<file path="src/rtl/rst_cause_pkg.sv">
package rst_cause_pkg;
  localparam int REG_W   = 8;
  localparam int FLAG_W  = 4;
  // bit positions; firmware decodes these
  localparam int BIT_POR = 0;
  localparam int BIT_EXT = 1;
  localparam int BIT_BOD = 2;
  localparam int BIT_WDT = 3;
endpackage

</file>
<file path="src/rtl/rst_flag_cell.sv">
module rst_flag_cell #(
  parameter bit WIPE_EN = 1'b1
) (
  input  logic clk_i,
  input  logic rst_ni,
  input  logic set_i,
  input  logic wipe_i,
  input  logic clr_i,
  output logic flag_o
);
  logic wipe;
  logic flag_q;

  generate
    if (WIPE_EN) begin : g_wipe
      assign wipe = wipe_i;
    end else begin : g_nowipe
      logic unused_wipe;
      assign unused_wipe = wipe_i;
      assign wipe = 1'b0;
    end
  endgenerate

  // priority: power-on wipe > set event > software clear
  always_ff @(posedge clk_i or negedge rst_ni) begin
    if (!rst_ni)      flag_q <= 1'b0;
    else if (wipe)    flag_q <= 1'b0;
    else if (set_i)   flag_q <= 1'b1;
    else if (clr_i)   flag_q <= 1'b0;
  end

  assign flag_o = flag_q;

  assert_set_R2: assert property (@(posedge clk_i) disable iff (!rst_ni)
    (set_i && !wipe) |=> flag_o);
  assert_hold_R3: assert property (@(posedge clk_i) disable iff (!rst_ni)
    (!set_i && !wipe && !clr_i) |=> $stable(flag_o));
  assert_clear_R4: assert property (@(posedge clk_i) disable iff (!rst_ni)
    (clr_i && !set_i && !wipe) |=> !flag_o);
  assert_set_wins_R5: assert property (@(posedge clk_i) disable iff (!rst_ni)
    (clr_i && set_i && !wipe) |=> flag_o);
endmodule

</file>
<file path="src/rtl/rst_cause_rdmux.sv">
module rst_cause_rdmux #(
  parameter int REG_W  = 8,
  parameter int FLAG_W = 4
) (
  input  logic [FLAG_W-1:0] flags_i,
  output logic [REG_W-1:0]  rd_data_o
);
  localparam int PAD_W = REG_W - FLAG_W;
  assign rd_data_o = {{PAD_W{1'b0}}, flags_i};
endmodule

</file>
<file path="src/rtl/rst_cause_reg.sv">
module rst_cause_reg
  import rst_cause_pkg::*;
(
  input  logic             clk_i,
  input  logic             rst_ni,
  input  logic             por_evt_i,
  input  logic             ext_evt_i,
  input  logic             bod_evt_i,
  input  logic             wdt_evt_i,
  input  logic             wr_en_i,
  input  logic [REG_W-1:0] wr_data_i,
  output logic [REG_W-1:0] rd_data_o
);
  localparam logic [REG_W-1:0] POR_WORD = REG_W'(1) << BIT_POR;

  logic [FLAG_W-1:0] evt_vec;
  logic [FLAG_W-1:0] flags;
  logic              unused_wdata;

  assign evt_vec[BIT_POR] = por_evt_i;
  assign evt_vec[BIT_EXT] = ext_evt_i;
  assign evt_vec[BIT_BOD] = bod_evt_i;
  assign evt_vec[BIT_WDT] = wdt_evt_i;
  assign unused_wdata = ^wr_data_i[REG_W-1:FLAG_W];

  for (genvar k = 0; k < FLAG_W; k++) begin : g_flag
    rst_flag_cell #(.WIPE_EN(k != BIT_POR)) u_cell (
      .clk_i  (clk_i),
      .rst_ni (rst_ni),
      .set_i  (evt_vec[k]),
      .wipe_i (por_evt_i),
      .clr_i  (wr_en_i & ~wr_data_i[k]),
      .flag_o (flags[k])
    );
  end

  rst_cause_rdmux #(.REG_W(REG_W), .FLAG_W(FLAG_W)) u_rdmux (
    .flags_i   (flags),
    .rd_data_o (rd_data_o)
  );

  assert_rsvd_zero_R1: assert property (@(posedge clk_i) disable iff (!rst_ni)
    rd_data_o[REG_W-1:FLAG_W] == '0);
  assert_por_only_R6: assert property (@(posedge clk_i) disable iff (!rst_ni)
    por_evt_i |=> (rd_data_o == POR_WORD));
  assert_por_keep_R7: assert property (@(posedge clk_i) disable iff (!rst_ni)
    (!por_evt_i && !(wr_en_i && !wr_data_i[BIT_POR]))
      |=> $stable(rd_data_o[BIT_POR]));
endmodule

</file>
<file path="config.mk">
export PLATFORM = sky130hd
export DESIGN_NAME = rst_cause_reg
export DESIGN_NICKNAME = d
export VERILOG_FILES = /design/src/rtl/rst_cause_pkg.sv /design/src/rtl/rst_flag_cell.sv /design/src/rtl/rst_cause_rdmux.sv /design/src/rtl/rst_cause_reg.sv
export SDC_FILE = /design/constraint.sdc
export NUM_CORES = 1
export LEC_CHECK = 0
export CAP_MARGIN = 20
export CORE_AREA = 2 2 39 41
export DETAILED_ROUTE_END_ITERATION = 8
export DIE_AREA = 0 0 41 43
export DONT_BUFFER_PORTS = 1
export SLEW_MARGIN = 20
export SYNTH_ARGS = -nofsm -noshare
export SYNTH_HDL_FRONTEND = slang
export SYNTH_SLANG_ARGS = --single-unit
</file>
<file path="constraint.sdc">
create_clock -name clk_i -period 0.8 [get_ports clk_i]
set_input_delay 0.16 -clock clk_i [delete_from_list [all_inputs] [get_ports clk_i]]
set_output_delay 0.16 -clock clk_i [all_outputs]
set_load 0.05 [all_outputs]
</file>
; ---- Word level (Yosys, flattened, before mapping)
; Cells that the tools add are included.
[totals]
reg_bits = 4
wordCells = 27
[classes]
n_mux = 11
bitwise = 8
n_reduce_logical = 4
[op_table]
columns = cell, n
row1 = $mux W1, 11
row2 = $reduce_bool A3 Y1, 3
row3 = $and A1 B1 Y1, 4
row4 = $not A1 Y1, 4
row5 = $reduce_bool A2 Y1, 1

; ---- Depth between registers and ports, before layout
; Gate-level depths: netlist of the first run.
[logic_depth]
word_depth = 5
mapped_depth = 2
depth_no_buf = 2

; ---- Cells and area by module
; From an unflattened synthesis of the first run, not the netlist that was laid out.
[hier_totals]
hier_cells = 28
hier_area_um2 = 266.5
[by_module_without_submodules]
columns = mod, instances, cells_each, area_each_um2
row1 = rst_flag_cell at g_flag[1].u_cell ..., 3, 4, 43.8
row2 = rst_cause_rdmux, 1, 9, 63.8
row3 = rst_flag_cell at g_flag[0].u_cell, 1, 3, 36.3
row4 = rst_cause_reg, 1, 4, 35.0

; ---- Least setup slack after synthesis of the first run
; Ideal clock, no wire load.
[synth_path]
kind = register to output
from = register g_flag[0].u_cell.flag_q
to = output port rd_data_o[0]
arrival_ns = 0.535
required_ns = 0.640
slack_ns = 0.105
stages_incl_launch_ff = 2
n_path_buf = 1
cell_sequence = dfrtp_1 buf_4
[synth_lines]
columns = element, line
row1 = start: declaration, rst_flag_cell.sv:12  ; logic flag_q;
row2 = start signal: assignment, rst_flag_cell.sv:26  ; if (!rst_ni) flag_q <= 1'b0;
row3 = start signal: assignment, rst_flag_cell.sv:27  ; else if (wipe) flag_q <= 1'b0;
row4 = start signal: assignment, rst_flag_cell.sv:28  ; else if (set_i) flag_q <= 1'b1;
row5 = end: declaration, rst_cause_reg.sv:12  ; output logic [REG_W-1:0] rd_data_o
; No word-level cell between the ends.

; ---- Worst setup path in the final report of the first run
[layout_path]
from = register g_flag[0].u_cell.flag_q
to = output port rd_data_o[0]
; No word-level cell between the ends.

==> results of run 1 <==
area by class of cell:
type / instances / share of cell area (%)
Sequential cell: 4 / 25.00
Timing Repair Buffer: 10 / 33.12
Clock buffer: 3 / 5.625
Multi-Input combinational cell: 15 / 31.25
Tap cell: 16 / 5.000
routing by layer:
layer / vias up / routed length (um) / global-route usage (%)
met4: 0 / 19 / 10.00
met3: 2 / 82 / 4.188
met2: 12 / 318 / 12.50
met1: 78 / 135 / 6.840
met5: - / 0 / 0
li1: 83 / - / -
power breakdown:
| part | leakage, nW | internal (mW) | total [mW] | switching, mW |
|---|---|---|---|---|
| logic | 0.118 | 0.102 | 0.229 | 0.126 |
| clock network | 0.0138 | 0.169 | 0.265 | 0.0965 |
| registers | 0.0483 | 0.218 | 0.234 | 0.0161 |
timing repair:
| action | in CTS | in global routing |
|---|---|---|
| hold endpoints to repair | 7 | 0 |
| setup endpoints to repair | 4 | 7 |
| hold buffers | 2 | 0 |
| resized for setup | 1 | 5 |
| setup buffers | 1 | 3 |
logic make-up (layout without fill, tap and decap cells):
| kind of cell | count (synthesis) | count (layout) |
|---|---|---|
| other | 1 | 4 |
| AO/OA/AOI/OAI | 1 | 1 |
| AND/OR/NAND/NOR | 10 | 10 |
| flip-flops | 4 | 4 |
| buffers and inverters | 8 | 13 |
placed cells by master, fill, tap and decap left out:
master and count:
nand2b_1 1, nor3_2 3, buf_4 4, dlymetal6s4s_1 1
dlygate4sd3_1 1, nor2_4 2, conb_1 4, buf_12 4
nor3b_2 3, clkbuf_4 3, a21o_1 1, dfrtp_1 4
nor2_2 1
path summary, 6_finish.rpt:
kind / start / to / slack (ps) / cells past startpoint
setup / recovery: g_flag[0].u_cell.flag_o$_DFFE_PN0P_ / rd_data_o[0] / -170 / 1
hold / removal: por_evt_i / g_flag[0].u_cell.flag_o$_DFFE_PN0P_ / 10 / 1
setup reg to reg: g_flag[0].u_cell.flag_o$_DFFE_PN0P_ / g_flag[0].u_cell.flag_o$_DFFE_PN0P_ / 0 / 2
hold reg to reg: g_flag[0].u_cell.flag_o$_DFFE_PN0P_ / g_flag[0].u_cell.flag_o$_DFFE_PN0P_ / 650 / 2
max in group asynchronous: rst_ni / g_flag[3].u_cell.flag_o$_DFFE_PN0P_ / 440 / 1
min in group asynchronous: rst_ni / g_flag[0].u_cell.flag_o$_DFFE_PN0P_ / 190 / 1
metrics by stage:
stage	instances	hold WS, ps
after floorplan	27	-135.6
after global placement	39	-135.4
after detailed placement	39	-135.4
after CTS	45	13.29
after global routing	48	24.70
final	48	14.48
==> impl_summary.log, run 1 <==
INFO  metric endpoint_kind = output port
INFO  metric grt.overflow.total = 0
INFO  metric critical-path-slowest-cell = dfrtp_1
INFO  metric synth_top_cells_by_area = dfrtp_1 (39%), buf_4 (23%), nor3b_2 (15%)
INFO  metric critical_path_buf_inv_count = 1
INFO  metric layout_setup_ws = -169.0 ps
INFO  metric insertion_delay = approximately 240 ps
INFO  metric final_setup_fails = 5
INFO  metric num-fill-cells = ~140
INFO  metric rows = 14
INFO  metric status = complete, but fails checks
INFO  metric nNetsFinal = 49
INFO  metric core_area = around 0.0014 mm2
INFO  metric share_of_layout_cells_above_drive_strength_1 = ~63%
INFO  metric detail_route.drc_violations = 0
INFO  metric summed_instance_area_of_the_synthesized_netlist = 256.5 um2
INFO  metric die_x = 41 um
INFO  metric postRouteAntennaNets = 0
INFO  metric cts.htree.levels = 1
INFO  metric timing.critical_path.max_delay_family = flip-flops
INFO  metric grt_pass1_wl = between 800 and 900 um
INFO  metric antenna_cells = 0
INFO  metric detailroute.via_count = about 180
INFO  metric edff_count_synth = 0
INFO  metric cts-buffers-inserted = 3
INFO  metric synthesis_warnings = 0
INFO  metric die-area = 0.001763 mm2
INFO  metric crit_required = around 640 ps
INFO  metric gp_congestion = about 0.5
INFO  metric place_area = slightly above 300 um2
INFO  metric total_leakage_power = around 0.18 nW
INFO  metric cellPowerDensity = ~1800 mW/mm2
INFO  metric synth_top_area_cell = dfrtp_1
INFO  metric crit_path_max_incr_delay = around 400 ps
INFO  metric adder_cell_share_of_the_synthesized_area = 0%
INFO  metric first_global_vias = between 150 and 200
INFO  metric worstPathArrival = ~810 ps
INFO  metric drtPass1Iterations = 2
INFO  metric syn2layout_area_growth = 56.10%
INFO  metric area.sequential = around 100 um2
INFO  metric netlist-cell-type-count = 8
INFO  metric initial_core_util = between 10% and 20%
INFO  metric synthArstFlopShare = 100.0%
INFO  metric finalHoldViolCount = 0
INFO  metric synth.cells.most_frequent = buf_4 (8), dfrtp_1 (4), nor2_1 (3), nor3_2 (3), nor3b_2 (3)
INFO  metric path_type_of_the_worst_setup_path = flop to output port
INFO  metric synthMostInstantiatedCell = buf_4
INFO  metric grt_start_max_net_pins = 5
INFO  metric final_total_pwr = 727.8 uW
INFO  metric fmaxAchievable = 1.032 GHz
INFO  metric fin_setup_tns = -663.7 ps
INFO  metric global_route_usage_sum = between 8 and 9%
INFO  metric path_max_fanout = 2
INFO  metric postRouteWirelength = about 560 um
INFO  metric finClkSkew = 0 ps
INFO  metric synth_top_family_by_area = simple AND/OR/NAND/NOR gates
INFO  metric yosys_register_bits = 4
INFO  metric synth_top_cell_area_share = between 30 and 40%
INFO  metric cts.sinks = 4
INFO  metric violations = negative setup slack
INFO  metric clock_tree_from_tritoncts = built
INFO  metric cts.clk_slew.worst_paths = ~40 ps
INFO  metric irDropWorstVdd = between 0.3 and 0.4 mV
INFO  metric postLayoutCoreUtil = 28.93%
INFO  metric max_cap_viol_count = 0
INFO  metric layout_worst_path_cycle_share = 121.1%
INFO  metric setup_repair_after_global_routing_missed_its_margin = true
INFO  metric synth_flop_cell = dfrtp_1
INFO  metric clk_root_buffer_cell = clkbuf_4
INFO  metric crit_path_start_kind = flop
INFO  metric min_tclk_post_route = just under 1000 ps
INFO  metric worstHoldPathType = input port to flop
INFO  metric post_drt_wl_per_cell = roughly 12 um
INFO  metric max-clock-path-buffers = 2
INFO  metric io-pin-count = 23
INFO  metric pre_cts_ws = roughly 81 ps
INFO  metric fp.dieH = between 40 and 50 um
INFO  metric detailedRoute.firstIterationViolations = 2
INFO  metric synth-compound-area-share = 2.927%
INFO  metric final-max-slew-violation-count = 0
INFO  metric place.port_buffers = 0
INFO  metric post-route-cell-area = approximately 400 um2
INFO  metric ys_seq_area_share = just under 40%
INFO  metric syn-mean-instance-area = 10.69 um2
INFO  metric largest_register_ff_count = 4
INFO  metric synthesis.instances = 24
INFO  metric synth-xor-area-share = 0%
INFO  metric crit_path_cell_trace = buf_12
INFO  metric grt_antenna_before_repair = 0
INFO  metric synth.area.mux_share = 0%
INFO  metric multi_input_area = 125.1 um2
INFO  metric synth-simple-area-share = roughly 33%
INFO  metric routed_via_density = 3.646
(Power assumes the default switching activity.)
==> run 2: changes to the inputs <==
--- a/config.mk
+++ b/config.mk
@@ -7,6 +7,7 @@
 export LEC_CHECK = 0
 export CAP_MARGIN = 20
 export CORE_AREA = 2 2 39 41
+export CTS_CLUSTER_DIAMETER = 120
 export DETAILED_ROUTE_END_ITERATION = 8
 export DIE_AREA = 0 0 41 43
 export DONT_BUFFER_PORTS = 1
==> constraint.sdc (replaced) <==
create_clock -name clk_i -period 0.9 [get_ports clk_i]
set_input_delay 0.18 -clock clk_i [delete_from_list [all_inputs] [get_ports clk_i]]
set_output_delay 0.18 -clock clk_i [all_outputs]
set_load 0.05 [all_outputs]
==> run 2 against run 1 <==
Net effect:
- the flow still finishes with violations (negative setup slack)
- final area down 5.0%
- largest power group unchanged
- non-clock buffer count unchanged
- global-route usage down 0.20 points
- sequential power down 11%
- count of clock-buffer cells in the layout unchanged
- first-iteration DRC count unchanged
==> impl_summary.log, run 2 (synthesis gave the netlist of run 1 again) <==
INFO  metric first_global_vias = between 150 and 200
INFO  metric grt_antenna_before_repair = 0
INFO  metric path_type_of_the_worst_setup_path = flop to output port
INFO  metric most-common-layout-cells = conb_1 (4), dfrtp_1 (4), buf_12 (4), buf_4 (4)
INFO  metric cp_num_cells = 1
INFO  metric routed_via_density = ~3.6
INFO  metric global_route_usage_sum = about 8.3%
INFO  metric die-area = 0.001763 mm2
INFO  metric min_tclk_post_route = around 1000 ps
INFO  metric fmaxAchievable = a little over 1 GHz
INFO  metric io-pin-count = 23
INFO  metric largest_register_ff_count = 4
INFO  metric fp.dieH = 43 um
INFO  metric violations = negative setup slack
INFO  metric core_area = roughly 0.0014 mm2
INFO  metric num-fill-cells = around 140
INFO  metric numPlacedInstances = 39
INFO  metric setup_repair_after_global_routing_missed_its_margin = true
INFO  metric layout_setup_ws = -87.27 ps
INFO  metric max-clock-path-buffers = 2
INFO  metric detailroute.via_count = 171
INFO  metric crit_required = roughly 700 ps
INFO  metric post_drt_wl_per_cell = 11.63 um
INFO  metric cellPowerDensity = around 1700 mW/mm2
INFO  metric worstPathArrival = 810 ps
INFO  metric finClkSkew = 0 ps
INFO  metric cts.sinks = 4
INFO  metric critical-path-slowest-cell = dfrtp_1
INFO  metric cts.clk_slew.worst_paths = ~40 ps
INFO  metric antenna_cells = 0
INFO  metric rows = 14
INFO  metric timing.critical_path.max_delay_family = flip-flops
INFO  metric detailedRoute.firstIterationViolations = 2
INFO  metric stdcell_count = 48
INFO  metric final_setup_fails = 4
INFO  metric crit_path_max_incr_delay = ~400 ps
INFO  metric status = complete, but fails checks
INFO  metric crit_path_start_kind = flop
INFO  metric layout_worst_path_cycle_share = 109.7%
INFO  metric insertion_delay = around 240 ps
INFO  metric grt_pass1_wl = around 870 um
INFO  metric max_cap_viol_count = 0
INFO  metric clk_root_buffer_cell = clkbuf_4
INFO  metric path_max_fanout = 2
INFO  metric postRouteAntennaNets = 0
INFO  metric ctsResizeCount = 0
INFO  metric grt_start_max_net_pins = 5
INFO  metric fin_setup_tns = -336.1 ps
INFO  metric total_leakage_power = 0.1686 nW
INFO  metric cts-buffers-inserted = 3
INFO  metric irDropWorstVdd = approximately 0.34 mV
INFO  metric final-max-slew-violation-count = 0
INFO  metric postRouteWirelength = about 560 um
INFO  metric worst_hold_path.num_cells = 1
INFO  metric die_x = between 40 and 50 um
INFO  metric pre_cts_ws = 161.2 ps
INFO  metric crit_path_cell_trace = buf_12
INFO  metric finalHoldViolCount = 0
INFO  metric grt.overflow.total = 0
INFO  metric detail_route.drc_violations = 0
INFO  metric final_total_pwr = between 600 and 700 uW
INFO  metric hold_start = por_evt_i
INFO  metric reg2reg_depth = 3
INFO  metric reg2reg_from = g_flag[2].u_cell.flag_o$_DFFE_PN0P_
INFO  metric gp_congestion = 0.5110
INFO  metric worstHoldPathType = input port to flop
INFO  metric postLayoutCoreUtil = 27.49%
INFO  metric share_of_layout_cells_above_drive_strength_1 = a little over half
INFO  metric critical_path_buf_inv_count = 1
INFO  metric initial_core_util = around 19%
INFO  metric crit_path_start = g_flag[0].u_cell.flag_o$_DFFE_PN0P_
INFO  metric clock_tree_from_tritoncts = built
INFO  metric cts.htree.levels = 1
INFO  metric endpoint_kind = output port
INFO  metric drtPass1Iterations = 2
INFO  metric nNetsFinal = a little under 50
INFO  metric place.port_buffers = 0
INFO  metric syn2layout_area_growth = 48.29%
INFO  metric r2r_setup_slack = 70 ps
[run 2: changes by cell type in the layout (fill, tap and decap cells not counted), sizes merged]
cell | before | now
dlymetal6s4s | 1 | 0
dlygate4sd3 | 1 | 2
[run 2: final cells by class]
| class | count | area, um2 | share of cell area [%] |
|---|---|---|---|
| repair buffers | 10 | 130.1 | 34.21 |
| multi-input cells | 15 | 107.6 | 28.29 |
| clock buffers | 3 | 22.52 | 5.921 |
| flip-flops and latches | 4 | 100.1 | 26.32 |
| well taps | 16 | 20.02 | 5.263 |
[run 2: timing repair]
item / CTS / global route
setup buffers: 1 / 3
endpoints found under the hold margin: 7 / 0
endpoints found under the setup margin: 4 / 4
hold buffers: 2 / 0
[run 2: worst paths after layout]
check | to
setup / recovery | rd_data_o[0]
hold / removal | g_flag[0].u_cell.flag_o$_DFFE_PN0P_
setup reg to reg | g_flag[2].u_cell.flag_o$_DFFE_PN0P_
hold reg to reg | g_flag[0].u_cell.flag_o$_DFFE_PN0P_
max in group asynchronous | g_flag[3].u_cell.flag_o$_DFFE_PN0P_
min in group asynchronous | g_flag[0].u_cell.flag_o$_DFFE_PN0P_
[run 2: worst register-to-register path: stages, from the launching register on]
cell     delay [ps]
dfrtp_1         400
buf_4           150
nor2_1          110
nor3_2           50
[run 2: stage by stage]
step	area [um2]	hold WS, ps
6_report	380.4	33.83
3_3_place_gp	307.8	-115.4
2_1_floorplan	267.8	-115.6
5_1_grt	380.4	44.70
3_5_place_dp	307.8	-115.4
4_1_cts	357.8	33.29
[run 2: metal layers]
layer	global-route usage (%)	vias to the layer above	part of all wire (%)
met3	4.188	2	15
li1	-	83	-
met5	0	-	0
met2	12.50	11	56
met4	10.00	0	3.4
met1	6.189	75	26
[run 2: power by group]
part	switching [mW]	internal (mW)
sequential	0.0142	0.194
clock	0.0855	0.150
combinational	0.108	0.0854
==> run 3: changes to the inputs <==
--- a/config.mk
+++ b/config.mk
@@ -11,6 +11,7 @@
 export DETAILED_ROUTE_END_ITERATION = 8
 export DIE_AREA = 0 0 41 43
 export DONT_BUFFER_PORTS = 1
+export RECOVER_POWER = 100
 export SLEW_MARGIN = 20
 export SYNTH_ARGS = -nofsm -noshare
 export SYNTH_HDL_FRONTEND = slang
==> run 3 against run 2 <==
Net effect:
- wire length is 0.36% lower
- sequential power is essentially flat
- worst setup slack lost 2.8 ps
- via count unchanged
- die area stayed put
- hold slack improved by 1.9 ps
- highest routed layer unchanged
- the flow still finishes with violations (negative setup slack)
- sequential share of layout area up 0.35 points
- largest cell class unchanged
- largest power group unchanged
==> impl_summary.log, run 3 (synthesis gave the netlist of run 1 again) <==
INFO  metric die_x = 41 um
INFO  metric endpoint_kind = output port
INFO  metric timing.critical_path.max_delay_family = flip-flops
INFO  metric critical_path_buf_inv_count = 1
INFO  metric path_max_fanout = 2
INFO  metric grt_antenna_before_repair = 0
INFO  metric layout_worst_path_cycle_share = 110.0%
INFO  metric status = complete, but fails checks
INFO  metric die-area = 0.001763 mm2
INFO  metric fmaxAchievable = approximately 1.0 GHz
INFO  metric critical-path-slowest-cell = dfrtp_1
INFO  metric total_leakage_power = approximately 0.17 nW
INFO  metric worstHoldPathType = input port to flop
INFO  metric violations = negative setup slack
INFO  metric io-pin-count = 23
INFO  metric global_route_usage_sum = around 8.3%
INFO  metric nNetsFinal = 49
INFO  metric gp_congestion = between 0.5 and 0.6
INFO  metric place_area = 307.8 um2
INFO  metric share_of_layout_cells_above_drive_strength_1 = approximately half
INFO  metric cts.clk_slew.worst_paths = roughly 40 ps
INFO  metric commonest_non_fill_non_tap_cell_in_the_layout = clkbuf_4
INFO  metric drtPass1Iterations = 2
INFO  metric most-common-layout-cells = clkbuf_4 (5), conb_1 (4), dfrtp_1 (4), buf_12 (4)
INFO  metric rows = 14
INFO  metric worstPathArrival = roughly 810 ps
INFO  metric postLayoutCoreUtil = between 20 and 30%
INFO  metric insertion_delay = between 200 and 250 ps
INFO  metric crit_path_start_kind = flop
INFO  metric path_type_of_the_worst_setup_path = flop to output port
INFO  metric detailedRoute.firstIterationViolations = 2
INFO  metric cellPowerDensity = roughly 1700 mW/mm2
INFO  metric layout_setup_ws = -90.11 ps
INFO  metric syn2layout_area_growth = 46.34%
INFO  metric first_global_vias = 198
INFO  metric min_tclk_post_route = approximately 990 ps
INFO  metric grt_pass1_wl = 869 um
INFO  metric crit_required = 720 ps
INFO  metric num-fill-cells = 145
INFO  metric pre_cts_ws = 161.2 ps
INFO  metric final-max-slew-violation-count = 0
INFO  metric ctsResizeCount = 0
INFO  metric clk_root_buffer_cell = clkbuf_4
INFO  metric irDropWorstVdd = about 0.34 mV
INFO  metric crit_path_max_incr_delay = ~400 ps
INFO  metric max-clock-path-buffers = 2
INFO  metric post-route-cell-area = approximately 380 um2
INFO  metric largest_register_ff_count = 4
INFO  metric initial_core_util = a little under a fifth
INFO  metric postRouteWirelength = between 500 and 600 um
INFO  metric grt.overflow.total = 0
INFO  metric cts.sinks = 4
INFO  metric place.port_buffers = 0
INFO  metric setup_repair_after_global_routing_missed_its_margin = true
INFO  metric postRouteAntennaNets = 0
INFO  metric antenna_cells = 0
INFO  metric cts.htree.levels = 1
INFO  metric finClkSkew = 0 ps
INFO  metric detail_route.drc_violations = 0
INFO  metric cts-buffers-inserted = 3
INFO  metric finalHoldViolCount = 0
INFO  metric grt_start_max_net_pins = 5
INFO  metric final_setup_fails = 4
INFO  metric core_area = 0.001384 mm2
INFO  metric routed_via_density = around 3.6
INFO  metric clock_tree_from_tritoncts = built
INFO  metric fp.dieH = approximately 43 um
INFO  metric fin_setup_tns = -334.1 ps
INFO  metric max_cap_viol_count = 0
INFO  metric post_drt_wl_per_cell = about 12 um
INFO  metric crit_path_cell_trace = buf_12
INFO  metric detailroute.via_count = ~170
==> run 3: where the power goes <==
| group | switching (mW) | internal (mW) | total [mW] |
|---|---|---|---|
| registers | 0.0140 | 0.194 | 0.208 |
| logic | 0.107 | 0.0840 | 0.191 |
| clock network | 0.0857 | 0.150 | 0.236 |
| total | 0.207 | 0.428 | 0.635 |
==> run 3: area by class of cell <==
class / count / area (um2) / share of cell area (%)
Timing Repair Buffer: 10 / 130.1 / 34.67
Sequential cell: 4 / 100.1 / 26.67
Tap cell: 16 / 20.02 / 5.333
Clock buffer: 3 / 22.52 / 6.000
Multi-Input combinational cell: 15 / 102.6 / 27.33
==> run 3: timing repair <==
| action | 4_1_cts | 5_1_grt |
|---|---|---|
| buffers inserted | 1 | 3 |
| endpoints found under the setup margin | 4 | 4 |
| hold buffers | 2 | 0 |
| hold endpoints to repair | 7 | 0 |
==> run 3: final timing paths <==
path / slack [ps] / depth (start not counted) / startpoint / to
worst min register to register: 660 / 2 / g_flag[0].u_cell.flag_o$_DFFE_PN0P_ / g_flag[0].u_cell.flag_o$_DFFE_PN0P_
worst min-delay path: 40 / 1 / por_evt_i / g_flag[0].u_cell.flag_o$_DFFE_PN0P_
worst max register to register: 70 / 3 / g_flag[2].u_cell.flag_o$_DFFE_PN0P_ / g_flag[2].u_cell.flag_o$_DFFE_PN0P_
worst max-delay path: -90 / 1 / g_flag[2].u_cell.flag_o$_DFFE_PN0P_ / rd_data_o[2]
max in group asynchronous: 510 / 1 / rst_ni / g_flag[1].u_cell.flag_o$_DFFE_PN0P_
min in group asynchronous: 210 / 1 / rst_ni / g_flag[2].u_cell.flag_o$_DFFE_PN0P_
==> run 3: through the flow <==
step | power [mW] | hold WS, ps | instances
2_1_floorplan | 0.3419 | -115.6 | 27
3_3_place_gp | 0.3726 | -115.4 | 39
3_5_place_dp | 0.3749 | -115.4 | 39
4_1_cts | 0.6321 | 33.29 | 45
5_1_grt | 0.6663 | 44.70 | 48
6_report | 0.6345 | 35.68 | 48
==> run 3: routing by layer <==
metal,wire (um),GRT usage [%],up-vias
li1,-,-,83
met3,82,4.188,2
met2,307,12.50,11
met1,147,6.189,75
met5,0,0,-
met4,19,10.00,0
